===== config.mk =====
export PLATFORM = sky130hd
export DESIGN_NAME = twolvl_predictor
export DESIGN_NICKNAME = d
export VERILOG_FILES = /design/src/rtl/twolvl_pkg.sv /design/src/rtl/twolvl_ctr_step.sv /design/src/rtl/twolvl_history.sv /design/src/rtl/twolvl_index.sv /design/src/rtl/twolvl_predictor.sv
export SDC_FILE = /design/constraint.sdc
export NUM_CORES = 1
export LEC_CHECK = 0
export ABC_CLOCK_PERIOD_IN_PS = 5600
export BUFFER_PORTS_ARGS = -buffer_cell sky130_fd_sc_hd__buf_2
export CELL_PAD_IN_SITES_DETAIL_PLACEMENT = 1
export CELL_PAD_IN_SITES_GLOBAL_PLACEMENT = 1
export CORE_MARGIN = 5
export CORE_UTILIZATION = 40
export DETAILED_ROUTE_END_ITERATION = 12
export PLACE_DENSITY = 0.69
export SYNTH_ARGS = -nofsm -noshare
export SYNTH_HDL_FRONTEND = slang
export SYNTH_HIERARCHICAL = 1
export SYNTH_SLANG_ARGS = --single-unit

===== constraint.sdc =====
create_clock -name clk -period 5.6 [get_ports clk]
set_input_delay 0.56 -clock clk [delete_from_list [all_inputs] [get_ports clk]]
set_output_delay 0.56 -clock clk [all_outputs]
set_load 0.02 [all_outputs]

===== src/rtl/twolvl_pkg.sv =====
package twolvl_pkg;

    // Counter state machine; the upper bit is the taken prediction.
    typedef enum logic [1:0] {
        CTR_SNT = 2'b00,
        CTR_WNT = 2'b01,
        CTR_WT  = 2'b10,
        CTR_ST  = 2'b11
    } ctr_state_t;

    localparam ctr_state_t CTR_RESET = CTR_WNT;

endpackage


===== src/rtl/twolvl_ctr_step.sv =====
module twolvl_ctr_step
    import twolvl_pkg::*;
(
    input  ctr_state_t cur,
    input  logic       taken,
    output ctr_state_t nxt
);

    always_comb begin
        unique case (cur)
            CTR_SNT: nxt = taken ? CTR_WNT : CTR_SNT;
            CTR_WNT: nxt = taken ? CTR_WT  : CTR_SNT;
            CTR_WT:  nxt = taken ? CTR_ST  : CTR_WNT;
            CTR_ST:  nxt = taken ? CTR_ST  : CTR_WT;
            default: nxt = CTR_RESET;
        endcase
    end

endmodule


===== src/rtl/twolvl_history.sv =====
module twolvl_history #(
    parameter int HIST_W = 2
) (
    input  logic              clk,
    input  logic              rst_n,
    input  logic              shift_en,
    input  logic              bit_in,
    output logic [HIST_W-1:0] hist
);

    logic [HIST_W-1:0] hist_d;

    generate
        if (HIST_W == 1) begin : g_single
            always_comb hist_d = bit_in;
        end else begin : g_multi
            always_comb hist_d = {hist[HIST_W-2:0], bit_in};
        end
    endgenerate

    always_ff @(posedge clk) begin
        if (!rst_n)
            hist <= '0;
        else if (shift_en)
            hist <= hist_d;
    end

endmodule


===== src/rtl/twolvl_index.sv =====
module twolvl_index #(
    parameter int IDX_W  = 6,
    parameter int HIST_W = 2,
    localparam int TAB_W = IDX_W + HIST_W
) (
    input  logic [IDX_W-1:0]  pc_word,
    input  logic [HIST_W-1:0] hist,
    output logic [TAB_W-1:0]  idx
);

    // History picks the counter group, PC word bits pick the entry in it.
    always_comb idx = {hist, pc_word};

endmodule


===== src/rtl/twolvl_predictor.sv =====
module twolvl_predictor
    import twolvl_pkg::*;
#(
    parameter int IDX_W  = 6,
    parameter int HIST_W = 2
) (
    input  logic             clk,
    input  logic             rst_n,
    input  logic [IDX_W-1:0] fetch_pc,
    output logic             pred_taken,
    input  logic             upd_valid,
    input  logic [IDX_W-1:0] upd_pc,
    input  logic             upd_taken
);

    localparam int TAB_W   = IDX_W + HIST_W;
    localparam int ENTRIES = 1 << TAB_W;

    ctr_state_t        table_q [ENTRIES];
    logic [HIST_W-1:0] hist_q;
    logic [TAB_W-1:0]  fetch_idx;
    logic [TAB_W-1:0]  upd_idx;
    ctr_state_t        fetch_cur;
    ctr_state_t        upd_cur;
    ctr_state_t        upd_nxt;

    twolvl_index #(.IDX_W(IDX_W), .HIST_W(HIST_W)) u_fidx (
        .pc_word (fetch_pc),
        .hist    (hist_q),
        .idx     (fetch_idx)
    );

    twolvl_index #(.IDX_W(IDX_W), .HIST_W(HIST_W)) u_uidx (
        .pc_word (upd_pc),
        .hist    (hist_q),
        .idx     (upd_idx)
    );

    always_comb begin
        fetch_cur = table_q[fetch_idx];
        upd_cur   = table_q[upd_idx];
    end

    twolvl_ctr_step u_step (
        .cur   (upd_cur),
        .taken (upd_taken),
        .nxt   (upd_nxt)
    );

    twolvl_history #(.HIST_W(HIST_W)) u_hist (
        .clk      (clk),
        .rst_n    (rst_n),
        .shift_en (upd_valid),
        .bit_in   (upd_taken),
        .hist     (hist_q)
    );

    // State register process for all counters.
    always_ff @(posedge clk) begin
        if (!rst_n) begin
            for (int i = 0; i < ENTRIES; i++)
                table_q[i] <= CTR_RESET;
        end else if (upd_valid) begin
            table_q[upd_idx] <= upd_nxt;
        end
    end

    // Output process: the read is taken before this edge's write.
    always_comb begin
        unique case (fetch_cur)
            CTR_WT, CTR_ST: pred_taken = 1'b1;
            default:        pred_taken = 1'b0;
        endcase
    end

endmodule


==> results of run 1 <==
## stage by stage
| stage | setup slack [ns] | instances | hold WS (ns) | util [%] |
|---|---|---|---|---|
| 2_1_floorplan | 1.30 | 2065 | 0.508 | - |
| 3_3_place_gp | 0.860 | 2824 | 0.663 | 41.9 |
| 3_5_place_dp | 0.677 | 2824 | 0.719 | 41.9 |
| 4_1_cts | 1.34 | 2923 | 0.316 | 44.7 |
| 5_1_grt | 1.08 | 2923 | 0.351 | 44.7 |
| 6_report | 1.24 | 2923 | 0.361 | 44.7 |
## area by class of cell
cell class	instances	area [sq um]	area share (%)
Sequential cell	514	15400	52.8
Multi-Input combinational cell	1301	9740	33.3
Clock buffer	68	1490	5.10
Timing Repair Buffer	137	1120	3.82
Tap cell	864	1080	3.70
Clock inverter	31	329	1.13
Inverter	8	31.3	0.107
## registers in the layout, summed over array words and instances, names as in the netlist
| signal | cells |
|---|---|
| u_hist/hist | 2 |
| table_q | 512 |
## report_power, final
group | switching (mW) | total, mW | leakage, nW | internal (mW)
sequential | 0.0421 | 4.33 | 4.43 | 4.29
clock | 1.57 | 3.76 | 0.890 | 2.19
combinational | 0.488 | 0.743 | 3.09 | 0.256
## worst register-to-register path, delay by kind of cell (launching register included)
family                   cells  cell delay (ns)
AND/OR/NAND/NOR              5             1.84
AO/OA/AOI/OAI                3             0.92
buffers and inverters        2             0.31
adder cells (fa/ha/maj)      1             0.53
flip-flops                   1             0.46
## path summary, 6_finish.rpt
check / to / slack, ns
max: table_q[135][0] / 1.24
max reg2reg: table_q[135][0] / 1.26
min: u_hist/hist[0] / 0.36
min reg2reg: u_hist/hist[0] / 0.75
## kinds of logic after synthesis
kind of cell               count (synthesis)
muxes                                    276
DFF                                      514
adders and majority gates                  2
AOI/OAI and AO/OA                        336
buffers and inverters                    250
and+or+nand+nor                          687
## cell usage in the layout (no fill, tap or decap), types with 3 or more instances in the layout
master and count:
mux4_2 172, a221oi_1 9, nor2b_1 11, o21ai_0 267, mux2i_1 96, a31oi_1 3, nor3_1 11, nand3_2 4
nand3b_1 4, nand4_1 12, buf_12 8, clkinv_1 12, edfxtp_1 512, nand3_1 29, clkinv_2 11, mux4_1 6
clkbuf_1 10, o32ai_1 3, nor3_2 4, clkbuf_16 58, nand2b_1 8, o221ai_1 3, nor2_2 12, nor2_1 287
buf_2 11, inv_1 7, bufinv_16 7, o22ai_1 33, nand2_2 3, nor4_1 3, nand2_1 291, buf_4 115
## metal layers
metal	vias to the layer above	global-route usage [%]
met2	1057	41.8
li1	7623	-
met4	0	11.3
met3	284	4.84
met5	-	0
met1	9897	34.4
==> qor.txt, run 1 <==
xor/xnor share of the synthesized area: 0%
Syn Area/Cell: 12.7 sq um
WHS Path Cells: 3
period utilization: 77.9%
critical path's top delay family: buffers and inverters
f_max: 0.229 GHz
IO Port Bufs: 16
ranking of synthesized cells by area: edfxtp_1 59%, mux4_2 15%, o21ai_0 5.1%
Final Hold Fails: 0
GRT Residual Overflow: 0
Buffers & Inverters on Critical Path: 4
worst-case reg-to-reg path depth: 11
Hold Path Class: primary input to flip-flop
clock sinks: 514
CTS tree: done
RSZ-0062 raised after global routing: false
n_diodes: 0
asr flop ratio synth: 0%
WL final: 93400 um
fin. max-slew vios: 0
Tot GR Track Use: 25.9%
crit path max fanout: 58
1st-pass router iterations: 7
Tightest Pin Transition: 1.20 ns
mapped cell area: 26300 sq um
CTS Buf Count: 56
synthesized-area fraction occupied by adder cells: 0.0858%
Relative slew margins: 20.1%
worst skew pair latency: 0.63 ns
layout cell share with drive strength beyond 1: 20.3%
clock skew: 0.0262 ns
TNS Setup: 0 ns
CP max stage delay: 0.58 ns
sequential fraction of the synthesis area: 58.7%
Setup crit start: upd_pc[0]
metal3 WL: 8940 um
post-CTS setup buffers: 0
slowest stage cell, crit path: maj3_2
most common cell in the synthesized netlist: edfxtp_1
initial antenna violation count: 0
Crit. End Element: flip-flop
Synth Register Bits: 514
simple-gate share of the synthesized area: 10.6%
Syn-to-layout area delta: 11.2%
Synth Warn #: 6
Worst Setup Path Type: primary input to flip-flop
Top FF cell, synth: edfxtp_1
max-cap violation count: 0
CTS clk-pin slew, worst paths: 0.06 ns
worst path cell trace: buf_8, buf_4, mux4_2, mux4_2, inv_1, o22ai_1, a311oi_1, nand4_1, maj3_2, nor2_1, buf_4, nand2_1
Post-CTS Hold Fix Bufs: 0
Synth top cells by count: 512 x edfxtp_1, 299 x nor2_1, 293 x nand2_1, 267 x o21ai_0, 172 x mux4_2
HP Start: upd_taken
vias in the first global route: 19567
Top Layer Used: met4
Layout fillers: 6744
Max clock buf depth: 3
Mapped Nets: 2081
DRT iter0 DRCs: 2264
Die Ht: 266 um
final instance area: 29200 sq um
pin count of the biggest net entering global routing: 106
WL/cell: 31.9 um
Synth Area in Compound Gates: 7.04%
FP Rows: 94
LEAKAGE: 8.41 nW
RePlAce Congestion: 0.897
area leader, netlist: edfxtp_1
number of remaining DRC errors: 0
Pwr Total: 8.84 mW
Routed Antenna Nets: 0
VDD IR max: 0.243 mV
Worst EP arrival: 4.68 ns
dpl hpwl: 59900 um
Tmin final: 4.36 ns
EDFF count, synth: 512
DRT met1 WL: 35600 um
WL met2: 43800 um
die area: 70900 sq um
Reg-to-Reg Start: u_hist/hist[1]
Core Area: 65400 sq um
first-pass GRT wire length: 135000 um
Final nets: 2034
Synth top area share: 58.6%
cell count after synthesis: 2065
I/O pin total: 17
status: complete, no violations
Synth cell types: 51
drt via density: 6.45
Root Buffer: clkbuf_16
Post-CTS Resized: 0
Levels on crit path: 12
placed instance area: 27400 sq um
starting density of the core: 40.1%
critical path launch point type: primary input
final setup vio count: 0
Req. time, crit path: 5.92 ns
main combinational cell family by area after synthesis: multiplexers
die width: 266 um
routed vias: 18861
H-tree levels: 2
post-synthesis mux area share: 19.1%
Cell Pwr Density: 303 nW/um^2
(Power assumes the default switching activity.)
==> run 2, diff against run 1 <==
--- a/config.mk
+++ b/config.mk
@@ -5,14 +5,15 @@
 export SDC_FILE = /design/constraint.sdc
 export NUM_CORES = 1
 export LEC_CHECK = 0
-export ABC_CLOCK_PERIOD_IN_PS = 5600
+export ABC_AREA = 1
+export ABC_CLOCK_PERIOD_IN_PS = 3700
 export BUFFER_PORTS_ARGS = -buffer_cell sky130_fd_sc_hd__buf_2
 export CELL_PAD_IN_SITES_DETAIL_PLACEMENT = 1
 export CELL_PAD_IN_SITES_GLOBAL_PLACEMENT = 1
 export CORE_MARGIN = 5
 export CORE_UTILIZATION = 40
 export DETAILED_ROUTE_END_ITERATION = 12
-export PLACE_DENSITY = 0.69
+export PLACE_DENSITY = 0.77
 export SYNTH_ARGS = -nofsm -noshare
 export SYNTH_HDL_FRONTEND = slang
 export SYNTH_HIERARCHICAL = 1
==> constraint.sdc (replaced) <==
create_clock -name clk -period 3.7 [get_ports clk]
set_input_delay 0.37 -clock clk [delete_from_list [all_inputs] [get_ports clk]]
set_output_delay 0.37 -clock clk [all_outputs]
set_load 0.02 [all_outputs]
==> run 2 against run 1 <==
Wire length rose by 14%; design area rose by 7.1%; largest cell class unchanged; critical path type is now flip-flop to flip-flop; hold slack got worse by 0.22 ns.
==> qor.txt, run 2 <==
status: complete, no violations
f_max: 0.298 GHz
area leader, netlist: edfxtp_1
LEAKAGE: 11.2 nW
RePlAce Congestion: 0.877
Synth cell types: 19
asr flop ratio synth: 0%
max reg flops: 512
final setup vio count: 0
commonest non-fill, non-tap cell in the layout: nand2_1
Tmin final: 3.36 ns
number of remaining DRC errors: 0
slowest stage cell, crit path: o21ai_0
mapped cell area: 27800 sq um
WL/cell: 24.3 um
Relative slew margins: 35.8%
die width: 274 um
Worst Setup Path Type: flip-flop to flip-flop
Root Buffer: clkbuf_16
post-CTS setup buffers: 0
CP dominant cell by count: nand2_1
die area: 74900 sq um
met3 usage: 3.66%
clock sinks: 514
final instance area: 31300 sq um
grt met1 use: 36.3%
clock skew: 0.0259 ns
layout cell share with drive strength beyond 1: 7.87%
Die Ht: 274 um
Routed Antenna Nets: 0
period utilization: 90.7%
placed instance area: 29500 sq um
starting density of the core: 40.5%
Synth Warn #: 6
CTS tree: done
commonest cells after routing, fill and taps aside: 1477 x nand2_1, 512 x edfxtp_1, 489 x nand3_1, 314 x nor2_1, 97 x inv_1
IO Port Bufs: 16
CP max stage delay: 0.60 ns
worst setup slack after layout: 0.344 ns
Final Hold Fails: 0
Global Route met2 Usage: 47.2%
Syn-to-layout area delta: 12.5%
Mapped Nets: 3502
cell count after synthesis: 3486
FP Rows: 96
first-pass GRT wire length: 159000 um
dpl hpwl: 66400 um
pin count of the biggest net entering global routing: 151
Synth Register Bits: 514
pre-CTS WS: -0.0585 ns
sequential fraction of the synthesis area: 55.5%
Final Util: 45.5%
Synth top cells by count: 1477 x nand2_1, 512 x edfxtp_1, 489 x nand3_1, 328 x nor2_1, 205 x clkbuf_1
initial antenna violation count: 1
Synth top area share: 55.3%
most flop-heavy register: table_q
Tightest Pin Transition: 0.956 ns
Hold WS: 0.137 ns
Top FF cell, synth: edfxtp_1
WL final: 106000 um
n_diodes: 0
CTS clk-pin slew, worst paths: 0.06 ns
Req. time, crit path: 4.08 ns
crit path max fanout: 20
CTS Buf Count: 57
vias in the first global route: 25794
Core Area: 68700 sq um
drt via density: 5.86
Tot GR Track Use: 27.8%
worst skew pair latency: 0.64 ns
Max clock buf depth: 3
max-cap violation count: 0
H-tree levels: 2
RSZ-0062 raised after global routing: false
Cell Pwr Density: 454 nW/um^2
GRT Residual Overflow: 0
I/O pin total: 17
ranking of synthesized cells by area: edfxtp_1 55%, nand2_1 20%, nand3_1 8.8%
Crit. End Element: flip-flop
Post-CTS Hold Fix Bufs: 0
Post-CTS Resized: 0
VDD IR max: 0.318 mV
Worst EP arrival: 3.74 ns
EDFF count, synth: 512
DRT iter0 DRCs: 2712
Hold Path Class: primary input to flip-flop
GRT Max-Usage Layer: met2
Syn Area/Cell: 7.97 sq um
fin. max-slew vios: 0
critical path launch point type: flip-flop
TNS Setup: 0 ns
Top Registers: table_q (512), u_hist/hist (2)
Final nets: 3413
most common cell in the synthesized netlist: nand2_1
1st-pass router iterations: 5
worst path cell trace: nand2_1, a21oi_1, o21ai_0, nand2_1, o21ai_0, nand2_1, nor2_1, nand2_1, nor2_1, nand2_1, inv_1, a21oi_1, buf_4, inv_8, buf_12, buf_12, nor2_1
routed vias: 25621
[run 2: cell count changes in the layout (fill, tap and decap cells not counted), sizes merged, moves of 12 or more]
cell / before / now
nor3: 15 / 46
a21oi: 2 / 28
nand4: 12 / 66
mux2i: 96 / 0
nand3: 33 / 489
o22ai: 33 / 0
nor2: 299 / 336
mux4: 178 / 0
buf: 137 / 153
a22oi: 1 / 20
o21ai: 267 / 92
inv: 7 / 112
nand2: 294 / 1477
nor2b: 12 / 0
[run 2: report_power, final]
group | leakage [nW] | switching, mW | total, mW | internal (mW)
clock network | 0.865 | 2.46 | 5.56 | 3.10
logic | 5.90 | 1.50 | 2.07 | 0.568
registers | 4.46 | 0.0727 | 6.57 | 6.50
total | 11.2 | 4.03 | 14.2 | 10.2
[run 2: worst max-delay path, delay by kind of cell (launching register included)]
kind            cells  cell delay, ns
flops               1            0.41
compound gates      4            0.93
buf+inv             5            0.79
simple gates        8            0.95
[run 2: final timing paths]
path / slack, ns / to / cells after the start / startpoint
min: 0.14 / u_hist/hist[0] / 3 / upd_valid
max: 0.34 / table_q[140][1] / 17 / table_q[105][0]
min reg2reg: 0.62 / u_hist/hist[0] / 2 / u_hist/hist[0]
max reg2reg: 0.34 / table_q[140][1] / 17 / table_q[105][0]
[run 2: area by class of cell]
cell class              instances  area (sq um)
well taps                     931          1160
repair buffers                154          1720
inverters                     116           455
clock inverters                39           270
flip-flops and latches        514         15400
multi-input cells            2554         10700
fillers                      8226         37400
clock buffers                  67          1510
[run 2: layer usage]
metal	vias up	wire length (um)
li1	11335	-
met1	12865	42200
met2	1148	50900
met3	271	8370
met4	2	4720
met5	-	13
[run 2: kinds of logic after synthesis]
logic type | Yosys count | share of synthesized area (%)
AND/OR/NAND/NOR | 2414 | 35.7
flip-flops | 514 | 55.5
buffers and inverters | 418 | 6.15
AO/OA/AOI/OAI | 140 | 2.70
[run 2: through the flow]
stage / instances / total power, mW
after CTS: 4375 / 14.2
after floorplan: 3486 / 7.77
final: 4375 / 14.2
after global placement: 4269 / 8.68
after global routing: 4375 / 14.6
after detailed placement: 4269 / 8.72
